$ cat src/rtl/iowin_pkg.sv
package iowin_pkg;
  // Byte offsets of the configuration dwords; window n sits 8 bytes after window n-1
  localparam int BASE_OFF0 = 'h2C;
  localparam int LIM_OFF0  = 'h30;
  localparam int WIN_STEP  = 8;
  localparam int IRQ_OFF   = 'h3C;
  localparam int CTRL_OFF  = 'h84;
  // Position of the width-select bit inside the control dword (bit 12 of offset 86h)
  localparam int SEL_BIT   = 28;

  function automatic int base_word(input int n);
    return (BASE_OFF0 + WIN_STEP * n) / 4;
  endfunction

  function automatic int lim_word(input int n);
    return (LIM_OFF0 + WIN_STEP * n) / 4;
  endfunction

  // Low-bit decoding indicator: 00 = 16-bit, 01 = 32-bit
  function automatic logic [1:0] width_ind(input logic sel);
    return {1'b0, sel};
  endfunction
endpackage

$ cat src/rtl/iowin_cfg_regs.sv
module iowin_cfg_regs
  import iowin_pkg::*;
#(
  parameter int CFG_AW    = 8,
  parameter int NUM_WIN   = 2,
  parameter logic [7:0] IRQ_RESET = 8'hFF,
  localparam int WORD_W   = CFG_AW - 2
) (
  input  logic                     clk,
  input  logic                     rst,
  input  logic                     cfg_wr,
  input  logic                     cfg_rd,
  input  logic [CFG_AW-1:0]        cfg_addr,
  input  logic [3:0]               cfg_be,
  input  logic [31:0]              cfg_wdata,
  output logic [31:0]              cfg_rdata,
  output logic [NUM_WIN-1:0][29:0] base_q,
  output logic [NUM_WIN-1:0][13:0] lim_q
);
  logic [WORD_W-1:0] widx;
  logic [7:0]        irq_q;
  logic              sel_q;
  logic [31:0]       rd_next;

  assign widx = cfg_addr[CFG_AW-1:2];

  always_ff @(posedge clk) begin
    if (rst) begin
      base_q <= '0;
      lim_q  <= '0;
      irq_q  <= IRQ_RESET;
      sel_q  <= 1'b0;
    end else if (cfg_wr) begin
      for (int n = 0; n < NUM_WIN; n++) begin
        if (widx == WORD_W'(base_word(n))) begin
          if (cfg_be[0]) base_q[n][5:0]   <= cfg_wdata[7:2];
          if (cfg_be[1]) base_q[n][13:6]  <= cfg_wdata[15:8];
          if (cfg_be[2]) base_q[n][21:14] <= cfg_wdata[23:16];
          if (cfg_be[3]) base_q[n][29:22] <= cfg_wdata[31:24];
        end
        if (widx == WORD_W'(lim_word(n))) begin
          if (cfg_be[0]) lim_q[n][5:0]  <= cfg_wdata[7:2];
          if (cfg_be[1]) lim_q[n][13:6] <= cfg_wdata[15:8];
        end
      end
      if (widx == WORD_W'(IRQ_OFF / 4) && cfg_be[0]) irq_q <= cfg_wdata[7:0];
      if (widx == WORD_W'(CTRL_OFF / 4) && cfg_be[SEL_BIT / 8]) sel_q <= cfg_wdata[SEL_BIT];
    end
  end

  always_comb begin
    rd_next = '0;
    for (int n = 0; n < NUM_WIN; n++) begin
      if (widx == WORD_W'(base_word(n))) rd_next = {base_q[n], width_ind(sel_q)};
      if (widx == WORD_W'(lim_word(n)))  rd_next = {16'h0000, lim_q[n], width_ind(sel_q)};
    end
    if (widx == WORD_W'(IRQ_OFF / 4))  rd_next = {24'h0, irq_q};
    if (widx == WORD_W'(CTRL_OFF / 4)) rd_next[SEL_BIT] = sel_q;
  end

  always_ff @(posedge clk) begin
    if (rst)         cfg_rdata <= '0;
    else if (cfg_rd) cfg_rdata <= rd_next;
  end
endmodule

$ cat src/rtl/iowin_window_cmp.sv
module iowin_window_cmp (
  input  logic [29:0] base,
  input  logic [13:0] lim,
  input  logic [31:0] io_addr,
  output logic        hit
);
  logic live, page_eq, above_lo, below_hi;

  assign live     = (|base) || (|lim);
  assign page_eq  = io_addr[31:16] == base[29:14];
  assign above_lo = io_addr[15:2] >= base[13:0];
  assign below_hi = io_addr[15:2] <= lim;
  assign hit      = live && page_eq && above_lo && below_hi;
endmodule

$ cat src/rtl/iowin_decoder.sv
module iowin_decoder #(
  parameter int CFG_AW  = 8,
  parameter int NUM_WIN = 2,
  parameter logic [7:0] IRQ_RESET = 8'hFF
) (
  input  logic               clk,
  input  logic               rst,
  input  logic               cfg_wr,
  input  logic               cfg_rd,
  input  logic [CFG_AW-1:0]  cfg_addr,
  input  logic [3:0]         cfg_be,
  input  logic [31:0]        cfg_wdata,
  output logic [31:0]        cfg_rdata,
  input  logic [31:0]        io_addr,
  output logic [NUM_WIN-1:0] win_hit
);
  logic [NUM_WIN-1:0][29:0] base_q;
  logic [NUM_WIN-1:0][13:0] lim_q;

  iowin_cfg_regs #(
    .CFG_AW(CFG_AW), .NUM_WIN(NUM_WIN), .IRQ_RESET(IRQ_RESET)
  ) u_regs (
    .clk(clk), .rst(rst), .cfg_wr(cfg_wr), .cfg_rd(cfg_rd),
    .cfg_addr(cfg_addr), .cfg_be(cfg_be), .cfg_wdata(cfg_wdata),
    .cfg_rdata(cfg_rdata), .base_q(base_q), .lim_q(lim_q)
  );

  for (genvar n = 0; n < NUM_WIN; n++) begin : g_win
    iowin_window_cmp u_cmp (
      .base(base_q[n]), .lim(lim_q[n]), .io_addr(io_addr), .hit(win_hit[n])
    );
  end
endmodule

$ cat config.mk
export PLATFORM = sky130hd
export DESIGN_NAME = iowin_decoder
export DESIGN_NICKNAME = d
export VERILOG_FILES = /design/src/rtl/iowin_pkg.sv /design/src/rtl/iowin_cfg_regs.sv /design/src/rtl/iowin_window_cmp.sv /design/src/rtl/iowin_decoder.sv
export SDC_FILE = /design/constraint.sdc
export NUM_CORES = 1
export LEC_CHECK = 0
export ABC_AREA = 1
export BUFFER_PORTS_ARGS = -buffer_cell sky130_fd_sc_hd__buf_2
export CAP_MARGIN = 15
export CELL_PAD_IN_SITES_DETAIL_PLACEMENT = 1
export CELL_PAD_IN_SITES_GLOBAL_PLACEMENT = 2
export CORE_MARGIN = 2
export CORE_UTILIZATION = 32
export CTS_CLUSTER_SIZE = 24
export DETAILED_ROUTE_END_ITERATION = 12
export PLACE_DENSITY = 0.81
export SLEW_MARGIN = 10
export SYNTH_ARGS = -nofsm -noshare
export SYNTH_HDL_FRONTEND = slang
export SYNTH_HIERARCHICAL = 1
export SYNTH_SLANG_ARGS = --single-unit
$ cat constraint.sdc
create_clock -name clk -period 1.7 [get_ports clk]
set_input_delay 0.085 -clock clk [delete_from_list [all_inputs] [get_ports clk]]
set_output_delay 0.085 -clock clk [all_outputs]
set_load 0.02 [all_outputs]
==> results of run 1 <==
[routing by layer]
| metal | wire length, um | GRT usage [%] | vias up |
|---|---|---|---|
| met1 | 13500 | 30.2 | 3912 |
| met3 | 804 | 3.47 | 37 |
| met2 | 14000 | 39.0 | 153 |
| met4 | 629 | 8.01 | 0 |
| li1 | - | - | 4125 |
| met5 | 0 | 0 | - |
[final timing paths]
path	from	slack [ps]	endpoint
worst min register to register	u_regs/cfg_rdata[15]	460	u_regs/cfg_rdata[15]
worst min-delay path	cfg_be[3]	50	u_regs/sel_q
worst max register to register	u_regs/base_q[9]	490	u_regs/cfg_rdata[11]
worst max-delay path	u_regs/base_q[12]	-330	win_hit[0]
[final cells by class]
class | instances | share of cell area (%)
Multi-Input combinational cell | 819 | 45.9
Clock inverter | 14 | 1.35
Sequential cell | 129 | 25.2
Clock buffer | 18 | 4.11
Timing Repair Buffer | 215 | 13.8
Tap cell | 319 | 3.82
Inverter | 163 | 5.85
Antenna cell | 1 | 0.0239
[cell usage after synthesis, types with 2 or more instances]
cell type and number:
a21oi_1 131, a31oi_1 6, buf_2 12, buf_6 3, clkbuf_1 27, dfxtp_1 129
ha_1 56, inv_1 159, inv_2 3, nand2_1 262, nand2_2 4, nand2_4 2
nand3_1 86, nand3_2 2, nand4_1 12, nor2_1 112, nor2_2 4, nor2_4 5
nor3_1 4, nor3b_2 2, o211ai_1 7, o21ai_0 77, o21ai_1 4, o21bai_1 3
o22ai_1 16, or2_0 2, xnor2_1 22
[worst register-to-register path, stage by stage, from the launching register on]
cell,delay [ps]
dfxtp_2,330
buf_4,140
inv_1,80
o21ai_0,90
o21ai_0,320
a21oi_1,110
[cell families after synthesis]
group,count (synthesis),synth area share (%)
and+or+nand+nor,497,27.6
AOI/OAI and AO/OA,244,16.6
buffers and inverters,205,10.5
DFF,129,33.7
adders and majority gates,56,9.13
xor gates and xnor gates,22,2.51
[sequential cells by signal, summed over array words and instances, names as in the netlist]
signal	flops
u_regs/base_q	60
u_regs/cfg_rdata	32
u_regs/irq_q	8
u_regs/lim_q	28
u_regs/sel_q	1
[metrics by stage]
stage	cells	instance area (um2)	hold WS, ps
2_1_floorplan	1153	7670	220
3_3_place_gp	1608	8950	340
3_5_place_dp	1608	8950	332
4_1_cts	1676	10100	32.0
5_1_grt	1678	10500	50.1
6_report	1678	10500	46.9
[repair_timing]
item,CTS,global route
hold endpoints to repair,76,0
gates resized for setup,59,73
setup buffers,4,1
endpoints found under the setup margin,2,2
hold buffers,32,0
pin swaps,23,24
[power by group]
group | switching [mW] | leakage [nW] | internal [mW] | total, mW
clock network | 1.47 | 0.272 | 2.15 | 3.61
registers | 0.00972 | 1.06 | 3.04 | 3.04
logic | 0.532 | 3.07 | 0.355 | 0.887
==> flow_summary.ini, run 1 <==
[run_status]
status = finished, violations left
violations = setup timing

[clock_tree]
cts_buffers = 17
cts_root_buffer = clkbuf_16
clock_sinks = 129
cts_tree = built
cts_buffer_depth = 2
clock_latency_ps = 430
htree_levels = 4
clk_pin_slew_worst_paths_ps = 60

[logic_synthesis]
syn_area_per_cell_um2 = 6.65
synthTopCellsByArea = dfxtp_1, nand2_1, ha_1
syn-num-nets = 1289
syn_area_um2 = 7670
async_flop_share_pct = 0
ys_ff_latch = 129
synth_edf_count = 0
ys_seq_area_share_pct = 33.7
synth_cell_type_count = 28
synth_area_leader_cell = dfxtp_1
synth_cells = 1153
ys_warn_count = 6
synth_top_area_share_pct = 33.7
synth-main-ff-cell = dfxtp_1

[timing]
worst_pin_slew_ps = 775
finalSetupTns_ps = -630
max_slew_margin_pct = 48.3
min_period_over_period_pct = 119
finalSetupViolCount = 2
fin_crit_ps = 2030
rsz0062_at_grt = yes
fmax_mhz = 493
slew_violations = 0
hold_viol = 0
setup_ws_ps = -328
fin_worst_skew_ps = 6.10

[place]
place_hpwl_um = 21600
portBuffers = 109
pre_cts_ws_ps = 8.03
gp_congestion = 0.860

[setup_path]
cp.depth = 11
cp_top_family = simple AND/OR/NAND/NOR gates
critical_path_class = register to primary output
start_kind = register
r2r_cells = 5
cpPeakStageDelay_ps = 340
path_buf_inv = 3
arrival_ps = 1940
path_cells = inv_2 > ha_4 > nand2_2 > inv_2 > nand3_4 > nor2_1 > nand2_1 > nand3_1 > nand3_1 > nor2_1 > buf_4
crit_path_max_fanout = 3
end_kind = primary output
cp.required_ps = 1620
crit_slowest_cell = dfxtp_2

[floorplanning]
initial_core_util_pct = 32.7
rows = 56
core_um2 = 23500
die_w_um = 159
io_pins = 114
die_h_um = 159
die_area_um2 = 25200

[drt]
drc_errors = 0
firstDrtPassIters = 5
post_drt_wl_per_cell_um = 17.2
wl_um = 28900
ant_nets = 0
num_vias = 8227
vias_per_cell = 4.90
initialDrtViolationCount = 389

[min_path]
hold_class = input pin to register
worstHoldPathCells = 4

[power_and_ir_drop]
leakage_nw = 4.40
p_per_area_nw_per_um2 = 722
vdd_drop_max_uv = 497
power_mw = 7.55

[finish]
layout_commonest_cell = nand2_1
final_cell_mix = nand2_1, inv_1, a21oi_1
nFillCells = 2998
area_growth_pct = 36.3
fin_util_pct = 44.5
multi_input_area_um2 = 4800
drive_gt1_share_pct = 26.1
finalNetCount = 1481
seq_area_um2 = 2630

[flow_run]
maxCapViolCount = 0

[grt]
antenna_found_initial = 1
track_usage_pct = 23.2
grt_pass1_wl_um = 45800
first_global_vias = 8465
grt_overflow = 0
grt_max_degree = 65
Note: power is estimated with default switching activity, not from simulation.
==> inputs of run 2 (changes only) <==
==> constraint.sdc (replaced) <==
create_clock -name clk -period 1.9 [get_ports clk]
set_input_delay 0.095 -clock clk [delete_from_list [all_inputs] [get_ports clk]]
set_output_delay 0.095 -clock clk [all_outputs]
set_load 0.02 [all_outputs]
==> run 2 against run 1 <==
Against the previous run: the run still ends with setup timing left; clock power grew 2%; power down 4.5%; largest power group unchanged; first-iteration DRC count decreased by 1.8%.
==> flow_summary.ini, run 2 (same netlist as run 1, synthesis figures left out) <==
[run_status]
status = finished, violations left
violations = setup timing

[min_path]
holdPathEnd = u_regs/base_q[15]
min_from = cfg_wdata[17]
worstHoldPathCells = 3
hold_class = input pin to register

[setup_path]
cp.required_ps = 1800
critical_path_class = register to primary output
crit_path_max_fanout = 3
worstReg2RegEnd = u_regs/cfg_rdata[3]
start_kind = register
arrival_ps = 1900
rr_startpoint = u_regs/lim_q[15]
cpPeakStageDelay_ps = 340
crit_slowest_cell = dfxtp_2
end_kind = primary output
rrSetupSlack_ps = 670
r2r_cells = 6
path_cells = inv_2 > ha_4 > nand2_2 > inv_2 > nand3_4 > nor2_1 > nand2_1 > nand3_2 > nand3_2 > nor2_2 > buf_6

[power_and_ir_drop]
p_per_area_nw_per_um2 = 679
leakage_nw = 4.44
vdd_drop_max_uv = 523
power_mw = 7.20

[floorplanning]
core_um2 = 23500
die_area_um2 = 25200
io_pins = 114
die_h_um = 159
initial_core_util_pct = 32.7
rows = 56
die_w_um = 159

[clock_tree]
clock_sinks = 129
cts_buffers = 17
cts_tree = built
cts_buffer_depth = 2
clk_pin_slew_worst_paths_ps = 60
htree_levels = 4
cts_root_buffer = clkbuf_16
clock_latency_ps = 430

[drt]
vias_per_cell = 4.94
ant_nets = 0
num_vias = 8237
post_drt_wl_per_cell_um = 17.9
wl_um = 29800
firstDrtPassIters = 5
initialDrtViolationCount = 382
drc_errors = 0

[timing]
hold_viol = 0
hold_slack_ps = 24.9
min_period_over_period_pct = 105
setup_ws_ps = -93.0
rsz0062_at_grt = yes
max_slew_margin_pct = 62.1
fin_worst_skew_ps = 6.74
slew_violations = 0
worst_pin_slew_ps = 567
fin_crit_ps = 1990
finalSetupViolCount = 2
fmax_mhz = 502

[finish]
drive_gt1_share_pct = 28.0
top_regs = u_regs/base_q x60, u_regs/cfg_rdata x32, u_regs/lim_q x28
antenna_cells = 0
final_cell_mix = nand2_1, inv_1, a21oi_1
multi_input_area_um2 = 4930
largest_reg_flops = 60
layout_commonest_cell = nand2_1
finalNetCount = 1471
largest_register = u_regs/base_q
area_growth_pct = 38.3
nFillCells = 3009
seq_area_um2 = 2650

[grt]
first_global_vias = 8632
grt_pass1_wl_um = 46900
antenna_found_initial = 0
grt_overflow = 0
grt_max_degree = 42
track_usage_pct = 23.6

[flow_run]
maxCapViolCount = 0

[place]
gp_congestion = 0.819
place_hpwl_um = 21800
portBuffers = 109
## run 2: cell types whose count changed in the layout (fill, tap and decap cells not counted), sizes merged
| cell | previous run | this run |
|---|---|---|
| inv | 163 | 162 |
| buf | 183 | 174 |
| bufinv | 2 | 4 |
| diode | 1 | 0 |
| clkinvlp | 4 | 2 |
| clkinv | 8 | 4 |
| dlygate4sd3 | 32 | 31 |
| clkbuf | 18 | 23 |
## run 2: routing by layer
metal  vias to the layer above  track usage, %  wire length [um]
met4                         0            7.34               673
met5                         -               0                 0
met3                        38            3.45               887
met1                      3935            29.9             13600
met2                       150            41.3             14600
li1                       4114               -                 -
## run 2: layout make-up
class	count	share of cell area (%)
Multi-Input combinational cell	819	46.5
Sequential cell	129	25.0
Timing Repair Buffer	205	12.8
Inverter	163	5.79
Clock buffer	23	4.79
Tap cell	319	3.76
Clock inverter	9	1.41
## run 2: report_power, final
part	switching (mW)	total (mW)	internal (mW)	leakage, nW
clock	1.27	3.67	2.40	0.321
combinational	0.488	0.813	0.325	3.06
sequential	0.00909	2.72	2.71	1.07
## run 2: worst max-delay path: cells and delay by family (launching register included)
kind          cells  cell delay [ps]
fa+ha+maj         1              260
buf+inv           3              250
flops             1              340
simple gates      7              610
## run 2: how the worst max path moves through the flow
| stage | slack (ps) | depth (start not counted) | startpoint | end |
|---|---|---|---|---|
| 6_report | -90 | 11 | u_regs/base_q[43] | win_hit[1] |
| 5_1_grt | -200 | 9 | u_regs/lim_q[5] | win_hit[0] |
| 4_1_cts | -120 | 11 | u_regs/base_q[3] | win_hit[0] |
| 3_5_place_dp | 100 | 8 | cfg_addr[5] | u_regs/base_q[47] |
| 3_3_place_gp | 140 | 8 | cfg_addr[5] | u_regs/base_q[49] |
| 2_1_floorplan | 390 | 8 | u_regs/lim_q[5] | win_hit[0] |
## run 2: timing repair
action | CTS | global route
pin swaps | 36 | 20
setup endpoints to repair | 2 | 2
resized for setup | 140 | 35
hold endpoints to repair | 67 | 0
hold buffers | 31 | 0
setup buffers | 19 | 4
## run 2: through the flow
stage                     util, %  area (um2)  cells  TNS [ps]  worst slack, ps
after floorplan                 -        7670   1153         0              387
after global placement       37.2        8740   1581         0              141
after detailed placement     37.2        8740   1581         0              104
after CTS                    44.3       10400   1663      -208             -120
after global routing         45.2       10600   1667      -379             -197
final                        45.2       10600   1667      -179            -93.0
